File: src/rtl/can_rxs_pkg.sv
// Package: shared types for the receive status sequencer.
// Assumes: nothing beyond IEEE 1800-2017.
package can_rxs_pkg;
    // State of the single outstanding slot write.
    typedef enum logic {
        PEND_IDLE  = 1'b0,
        PEND_WRITE = 1'b1
    } pend_state_t;
endpackage

File: src/rtl/can_rxs_frame_track.sv
// Module: tracks whether a frame is currently on the wire.
// Assumes: start/end/abort are single-cycle pulses from the protocol engine.
module can_rxs_frame_track (
    input  logic clk,
    input  logic rst_n,
    input  logic frm_start,
    input  logic frm_end,
    input  logic frm_abort,
    output logic receiving
);
    logic stop;
    assign stop = frm_end | frm_abort;

    // Set on start, clear on end or abort (clear wins).
    always_ff @(posedge clk) begin
        if (!rst_n)        receiving <= 1'b0;
        else if (stop)     receiving <= 1'b0;
        else if (frm_start) receiving <= 1'b1;
    end

    a_r2_recv_set: assert property (@(posedge clk) disable iff (!rst_n)
        (frm_start && !stop) |=> receiving);
    a_r3_recv_clr: assert property (@(posedge clk) disable iff (!rst_n)
        stop |=> !receiving);
endmodule

File: src/rtl/can_rxs_flag_bank.sv
// Module: bank of sticky flags with per-bit set and clear, set wins.
// Assumes: set and clr are one-cycle masks.
module can_rxs_flag_bank #(
    parameter int WIDTH = 16
) (
    input  logic             clk,
    input  logic             rst_n,
    input  logic [WIDTH-1:0] set,
    input  logic [WIDTH-1:0] clr,
    output logic [WIDTH-1:0] q
);
    for (genvar i = 0; i < WIDTH; i++) begin : g_bit
        // One flag: reset to 0, set has priority over clear.
        always_ff @(posedge clk) begin
            if (!rst_n)      q[i] <= 1'b0;
            else if (set[i]) q[i] <= 1'b1;
            else if (clr[i]) q[i] <= 1'b0;
        end

        a_r8_set_wins: assert property (@(posedge clk) disable iff (!rst_n)
            set[i] |=> q[i]);
        a_r8_clr_takes: assert property (@(posedge clk) disable iff (!rst_n)
            (clr[i] && !set[i]) |=> !q[i]);
    end
endmodule

File: src/rtl/can_rxs_pending.sv
// Module: accepts frame completions and tracks the one slot write in flight.
// Assumes: the writer reports exactly one wr_done per accepted completion.
module can_rxs_pending
    import can_rxs_pkg::*;
#(
    parameter int NUM_SLOTS = 16,
    localparam int SLOT_W   = $clog2(NUM_SLOTS)
) (
    input  logic                 clk,
    input  logic                 rst_n,
    input  logic [NUM_SLOTS-1:0] rx_req,
    input  logic                 frm_end,
    input  logic                 frm_abort,
    input  logic [SLOT_W-1:0]    frm_slot,
    input  logic                 wr_done,
    output logic                 accept,
    output logic                 wr_fire,
    output logic [SLOT_W-1:0]    pend_slot,
    output logic [SLOT_W-1:0]    done_slot
);
    pend_state_t state;

    // Completion qualified by request bit, no abort, and a free write slot.
    always_comb begin
        wr_fire = wr_done && (state == PEND_WRITE);
        accept  = frm_end && !frm_abort && rx_req[frm_slot]
                  && ((state == PEND_IDLE) || wr_done);
    end

    // Pending-write state and the slot it belongs to.
    always_ff @(posedge clk) begin
        if (!rst_n) begin
            state     <= PEND_IDLE;
            pend_slot <= '0;
        end else if (accept) begin
            state     <= PEND_WRITE;
            pend_slot <= frm_slot;
        end else if (wr_fire) begin
            state     <= PEND_IDLE;
        end
    end

    // Last completed slot number, loaded when its write finishes.
    always_ff @(posedge clk) begin
        if (!rst_n)       done_slot <= '0;
        else if (wr_fire) done_slot <= pend_slot;
    end

    a_r6_done_slot: assert property (@(posedge clk) disable iff (!rst_n)
        wr_fire |=> (done_slot == $past(pend_slot)));
    a_r7_busy_drop: assert property (@(posedge clk) disable iff (!rst_n)
        (state == PEND_WRITE && frm_end && !wr_done) |=> $stable(pend_slot));
    a_r6_idle_nop: assert property (@(posedge clk) disable iff (!rst_n)
        (state == PEND_IDLE && !accept) |=> $stable(done_slot));
endmodule

File: src/rtl/can_rx_status.sv
// Module: receive status sequencer for a bank of CAN message slots.
// Raises new/invalid/success on completion, swaps invalid for interrupt when
// the slot write finishes, and publishes the completed slot number.
// Assumes: software clears are one-cycle strobes; frm_slot valid with frm_end.
module can_rx_status #(
    parameter int NUM_SLOTS = 16,
    localparam int SLOT_W   = $clog2(NUM_SLOTS)
) (
    input  logic                 clk,
    input  logic                 rst_n,
    input  logic [NUM_SLOTS-1:0] rx_req,
    input  logic                 frm_start,
    input  logic                 frm_end,
    input  logic                 frm_abort,
    input  logic [SLOT_W-1:0]    frm_slot,
    input  logic                 wr_done,
    input  logic [NUM_SLOTS-1:0] sw_clr_new,
    input  logic [NUM_SLOTS-1:0] sw_clr_irq,
    input  logic                 sw_clr_succ,
    output logic [NUM_SLOTS-1:0] new_data,
    output logic [NUM_SLOTS-1:0] inv_data,
    output logic [NUM_SLOTS-1:0] irq_stat,
    output logic                 receiving,
    output logic                 rx_succ,
    output logic [SLOT_W-1:0]    done_slot
);
    logic                 accept;
    logic                 wr_fire;
    logic [SLOT_W-1:0]    pend_slot;
    logic [NUM_SLOTS-1:0] acc_mask;
    logic [NUM_SLOTS-1:0] wr_mask;

    can_rxs_frame_track u_track (
        .clk       (clk),
        .rst_n     (rst_n),
        .frm_start (frm_start),
        .frm_end   (frm_end),
        .frm_abort (frm_abort),
        .receiving (receiving)
    );

    can_rxs_pending #(.NUM_SLOTS(NUM_SLOTS)) u_pend (
        .clk       (clk),
        .rst_n     (rst_n),
        .rx_req    (rx_req),
        .frm_end   (frm_end),
        .frm_abort (frm_abort),
        .frm_slot  (frm_slot),
        .wr_done   (wr_done),
        .accept    (accept),
        .wr_fire   (wr_fire),
        .pend_slot (pend_slot),
        .done_slot (done_slot)
    );

    // Decode the accepted and the written slot into one-hot masks.
    always_comb begin
        acc_mask = '0;
        wr_mask  = '0;
        if (accept)  acc_mask[frm_slot]  = 1'b1;
        if (wr_fire) wr_mask[pend_slot]  = 1'b1;
    end

    can_rxs_flag_bank #(.WIDTH(NUM_SLOTS)) u_new (
        .clk(clk), .rst_n(rst_n), .set(acc_mask), .clr(sw_clr_new), .q(new_data));

    can_rxs_flag_bank #(.WIDTH(NUM_SLOTS)) u_inv (
        .clk(clk), .rst_n(rst_n), .set(acc_mask), .clr(wr_mask), .q(inv_data));

    can_rxs_flag_bank #(.WIDTH(NUM_SLOTS)) u_irq (
        .clk(clk), .rst_n(rst_n), .set(wr_mask), .clr(sw_clr_irq), .q(irq_stat));

    can_rxs_flag_bank #(.WIDTH(1)) u_succ (
        .clk(clk), .rst_n(rst_n), .set(accept), .clr(sw_clr_succ), .q(rx_succ));

    a_r10_inv_onehot: assert property (@(posedge clk) disable iff (!rst_n)
        $onehot0(inv_data));
    a_r4_accept_flags: assert property (@(posedge clk) disable iff (!rst_n)
        accept |=> (rx_succ && inv_data[$past(frm_slot)] && new_data[$past(frm_slot)]));
    a_r5_reject_succ: assert property (@(posedge clk) disable iff (!rst_n)
        (frm_end && !rx_req[frm_slot] && !sw_clr_succ) |=> $stable(rx_succ));
    a_r6_irq_after_write: assert property (@(posedge clk) disable iff (!rst_n)
        wr_fire |=> irq_stat[$past(pend_slot)]);
endmodule

File: config.mk
export PLATFORM = sky130hd
export DESIGN_NAME = can_rx_status
export DESIGN_NICKNAME = d
export VERILOG_FILES = /design/src/rtl/can_rxs_pkg.sv /design/src/rtl/can_rxs_frame_track.sv /design/src/rtl/can_rxs_flag_bank.sv /design/src/rtl/can_rxs_pending.sv /design/src/rtl/can_rx_status.sv
export SDC_FILE = /design/constraint.sdc
export NUM_CORES = 1
export LEC_CHECK = 0
export ABC_CLOCK_PERIOD_IN_PS = 3700
export BUFFER_PORTS_ARGS = -buffer_cell sky130_fd_sc_hd__buf_4
export CORE_MARGIN = 2
export CORE_UTILIZATION = 50
export CTS_CLUSTER_SIZE = 10
export DETAILED_ROUTE_END_ITERATION = 7
export GPL_ROUTABILITY_DRIVEN = 0
export MAX_ROUTING_LAYER = met4
export PLACE_DENSITY = 0.85
export SYNTH_ARGS = -nofsm -noshare
export SYNTH_HDL_FRONTEND = slang
export SYNTH_SLANG_ARGS = --single-unit
File: constraint.sdc
create_clock -name clk -period 3.7 [get_ports clk]
set_clock_uncertainty 0.1 [all_clocks]
set_input_delay 0.555 -clock clk [delete_from_list [all_inputs] [get_ports clk]]
set_output_delay 0.555 -clock clk [all_outputs]
set_load 0.01 [all_outputs]
==> run metrics <==
number of global-route vias before repair=around 2.1k; setup TNS=0 ns; Core ar.=about 4800 µm²; Final period util=0.514; Switching Power=approximately 0.00029 W; final net count=439; Final setup viols=0; Gate power share=0.094; CP Class=in2reg; wire per inst=roughly 14 µm; cts hold-fix bufs=0; xor/xnor cell area share of the yosys netlist=0; worst-path fanout max=12; min-delay worst type=in2reg; drt first pass iters=4; Critical Path End Type=register; Final Hold Vio Count=0; clock slew at reported path FFs=roughly 0.060 ns; number of H-tree levels=3; Synth Area in Compound Gates=0.198; Overflow after GRT=0; syn_area_per_cell=just over 9 µm²; Sequential Power Share=0.507; Syn Std Cell Area=roughly 2500 µm²; mux cell area share after synthesis=0.0475; EDFF count, synth=0; # Post-CTS Setup Buffers=0; area of the multi-input gates=around 1200 µm²; clock tree sinks=slightly below 60; post-synthesis sequential area ratio=0.472; most frequent cell after synthesis=dfxtp_1; P&R area growth vs syn=40.5%; Max Slew Vio Count=0; total power=between 0.001 and 0.0015 W; Max Cap Viol=0; Post-Syn Instances=about 270; top cells by count, synth=dfxtp_1 (59), nand2_1 (42), nand2b_1 (31), a21boi_1 (28), a21boi_0 (21); Syn Nets=330; HPWL Detailed=~4700 µm; cell-internal power=0.000993 W; largest family of logic cells by synthesized area=simple AND/OR/NAND/NOR gates; largest net degree at the start of global routing=64; CP max stage cell=mux4_1; row count=25; synth unique cells=32; Num CTS Buffers=9; initial DRC count=about 120; die area=between 5000 and 6000 µm²; Clk pwr share=0.399; Ports=113; Die H=roughly 75 µm; synth warn=0; leading post-synthesis cells by cell area=dfxtp_1 (47%), a21boi_1 (8.4%), nand2b_1 (7.7%); Initial Utilization=0.523; RSZ-0062 raised after global routing=no; Final min period=about 1.9 ns; WP data required=roughly 3.8 ns; final wirelength=roughly 6300 µm; via count=about 2.3k; register area=1180 µm²; Finished Cell Area=~3500 µm²; first-pass GRT wire length=approximately 9700 µm; IO Port Bufs=approximately 110; status=completed; antenna violations before repair=0; Synth top area share=0.472; hold path depth=2; simple-gate share of the synthesized area=0.241; switching share of power=0.225; ant diodes=0; VDD IR max=0.284 mV; fillers=a little under 400; share of layout cells above drive strength 1=0.340; Final ANT Viol Nets=0; cell breakdown of the critical path=buf_4 > mux4_1 > o21a_2 > o21a_4 > o21a_1; critical path data arrival time=slightly above 2 ns; worst slew pin tran=around 0.59 ns; drt via density=roughly 5; fmax=526 MHz; CTS tree=built; biggest cell delay along the critical path=0.56 ns; Cell Area, Placed=around 3300 µm²; Worst-Skew Late Latency=~0.32 ns; Synth Area in Adders=0; synthesized flop and latch total=59; post-cts gate resize count=0; Leakage Power=around 1.5 nW; Max-Slew Margin vs Limit=0.608; Die X=74.8 µm; Synth area leader=dfxtp_1; R2R cell count=5; async set-reset flop share out of synthesis=0; Worst setup SP type=primary input; prevailing post-synth register cell=dfxtp_1; PwrDens=approximately 360 nW/µm²; Root Buffer=clkbuf_8; Overall Global Routing Usage=0.238; drt drc=0; Clock Path Buffers=2
-- final cells by class --
class | instances | area share
Sequential cell | 59 | 0.336
Timing Repair Buffer | 112 | 0.239
Inverter | 6 | 0.00640
Clock inverter | 2 | 0.00284
Clock buffer | 14 | 0.0462
Tap cell | 67 | 0.0238
Multi-Input combinational cell | 192 | 0.346
-- power by group through the flow --
stage / Clock (W) / Combinational, W / Sequential, W
after global placement: 0 / 0.000118 / 0.000663
after global routing: 0.000550 / 0.000131 / 0.000650
final: 0.000511 / 0.000121 / 0.000650
after CTS: 0.000520 / 0.000122 / 0.000649
after floorplan: 0 / 0.0000651 / 0.000662
after detailed placement: 0 / 0.000121 / 0.000663
-- stage by stage --
| stage | hold WS (ns) | utilization | setup WS [ns] | cells |
|---|---|---|---|---|
| after global placement | 0.342 | 0.699 | 1.49 | 436 |
| after global routing | 0.289 | 0.735 | 1.68 | 452 |
| after detailed placement | 0.348 | 0.699 | 1.46 | 436 |
| final | 0.288 | 0.735 | 1.80 | 452 |
| after CTS | 0.283 | 0.735 | 1.81 | 452 |
| after floorplan | 0.375 | - | 1.76 | 271 |
-- flip-flops by register name, summed over array words and instances, names as in the netlist --
| signal | count |
|---|---|
| u_inv.q | 16 |
| u_new.q | 16 |
| u_pend.state | 1 |
| u_succ.q | 1 |
| u_track.receiving | 1 |
| u_pend.done_slot | 4 |
| u_pend.pend_slot | 4 |
| u_irq.q | 16 |
-- critical path, delay by kind of cell --
| kind | cells | cell delay, ns |
|---|---|---|
| muxes | 1 | 0.56 |
| buffers and inverters | 1 | 0.17 |
| AOI/OAI and AO/OA | 3 | 0.74 |
-- kinds of logic after synthesis --
logic type / count (synthesis)
buffers and inverters: 20
muxes: 9
DFF: 59
AOI/OAI and AO/OA: 66
and+or+nand+nor: 117
-- worst paths after layout --
kind	start	endpoint	slack, ns
worst max register to register	u_pend.state$_SDFFE_PN0P_	u_inv.q[3]$_SDFFE_PN0P_	2.02
worst min-delay path	frm_end	u_track.receiving$_SDFFE_PP0P_	0.29
worst max-delay path	frm_slot[1]	u_succ.q$_SDFFE_PN0P_	1.80
worst min register to register	u_inv.q[8]$_SDFFE_PN0P_	u_inv.q[8]$_SDFFE_PN0P_	0.35
-- layout by cell type, fill, tap and decap left out --
cell type / netlist / final
clkinv_2: 0 / 2
nor4_1: 1 / 1
clkbuf_8: 0 / 11
nor2_1: 5 / 5
nor4b_1: 1 / 1
o21a_4: 1 / 1
o21a_2: 2 / 2
mux4_1: 1 / 1
mux4_2: 1 / 1
mux2i_1: 7 / 7
a21boi_1: 28 / 28
clkbuf_1: 10 / 3
buf_4: 0 / 112
nor2b_1: 6 / 6
nor3b_1: 3 / 3
dfxtp_1: 59 / 59
a21oi_1: 1 / 1
nand3_2: 1 / 1
nand2_1: 42 / 42
nor3_1: 1 / 1
o22ai_1: 4 / 4
o21a_1: 1 / 1
o21ai_0: 5 / 5
or3_1: 1 / 1
a221oi_2: 1 / 1
nand3_1: 15 / 15
and3_1: 2 / 2
and2_1: 7 / 7
a31o_1: 1 / 1
a221oi_1: 1 / 1
nand4_1: 1 / 1
a21boi_0: 21 / 21
inv_1: 6 / 6
nand2b_1: 31 / 31
-- routing by layer --
layer,share of wire,GRT usage,vias to the layer above
met5,0,-,-
met4,0.011,0.0813,0
met3,0.066,0.0562,6
met2,0.52,0.404,84
met1,0.40,0.276,1049
li1,-,-,1145
No activity file was read; power rests on OpenSTA's default activity.
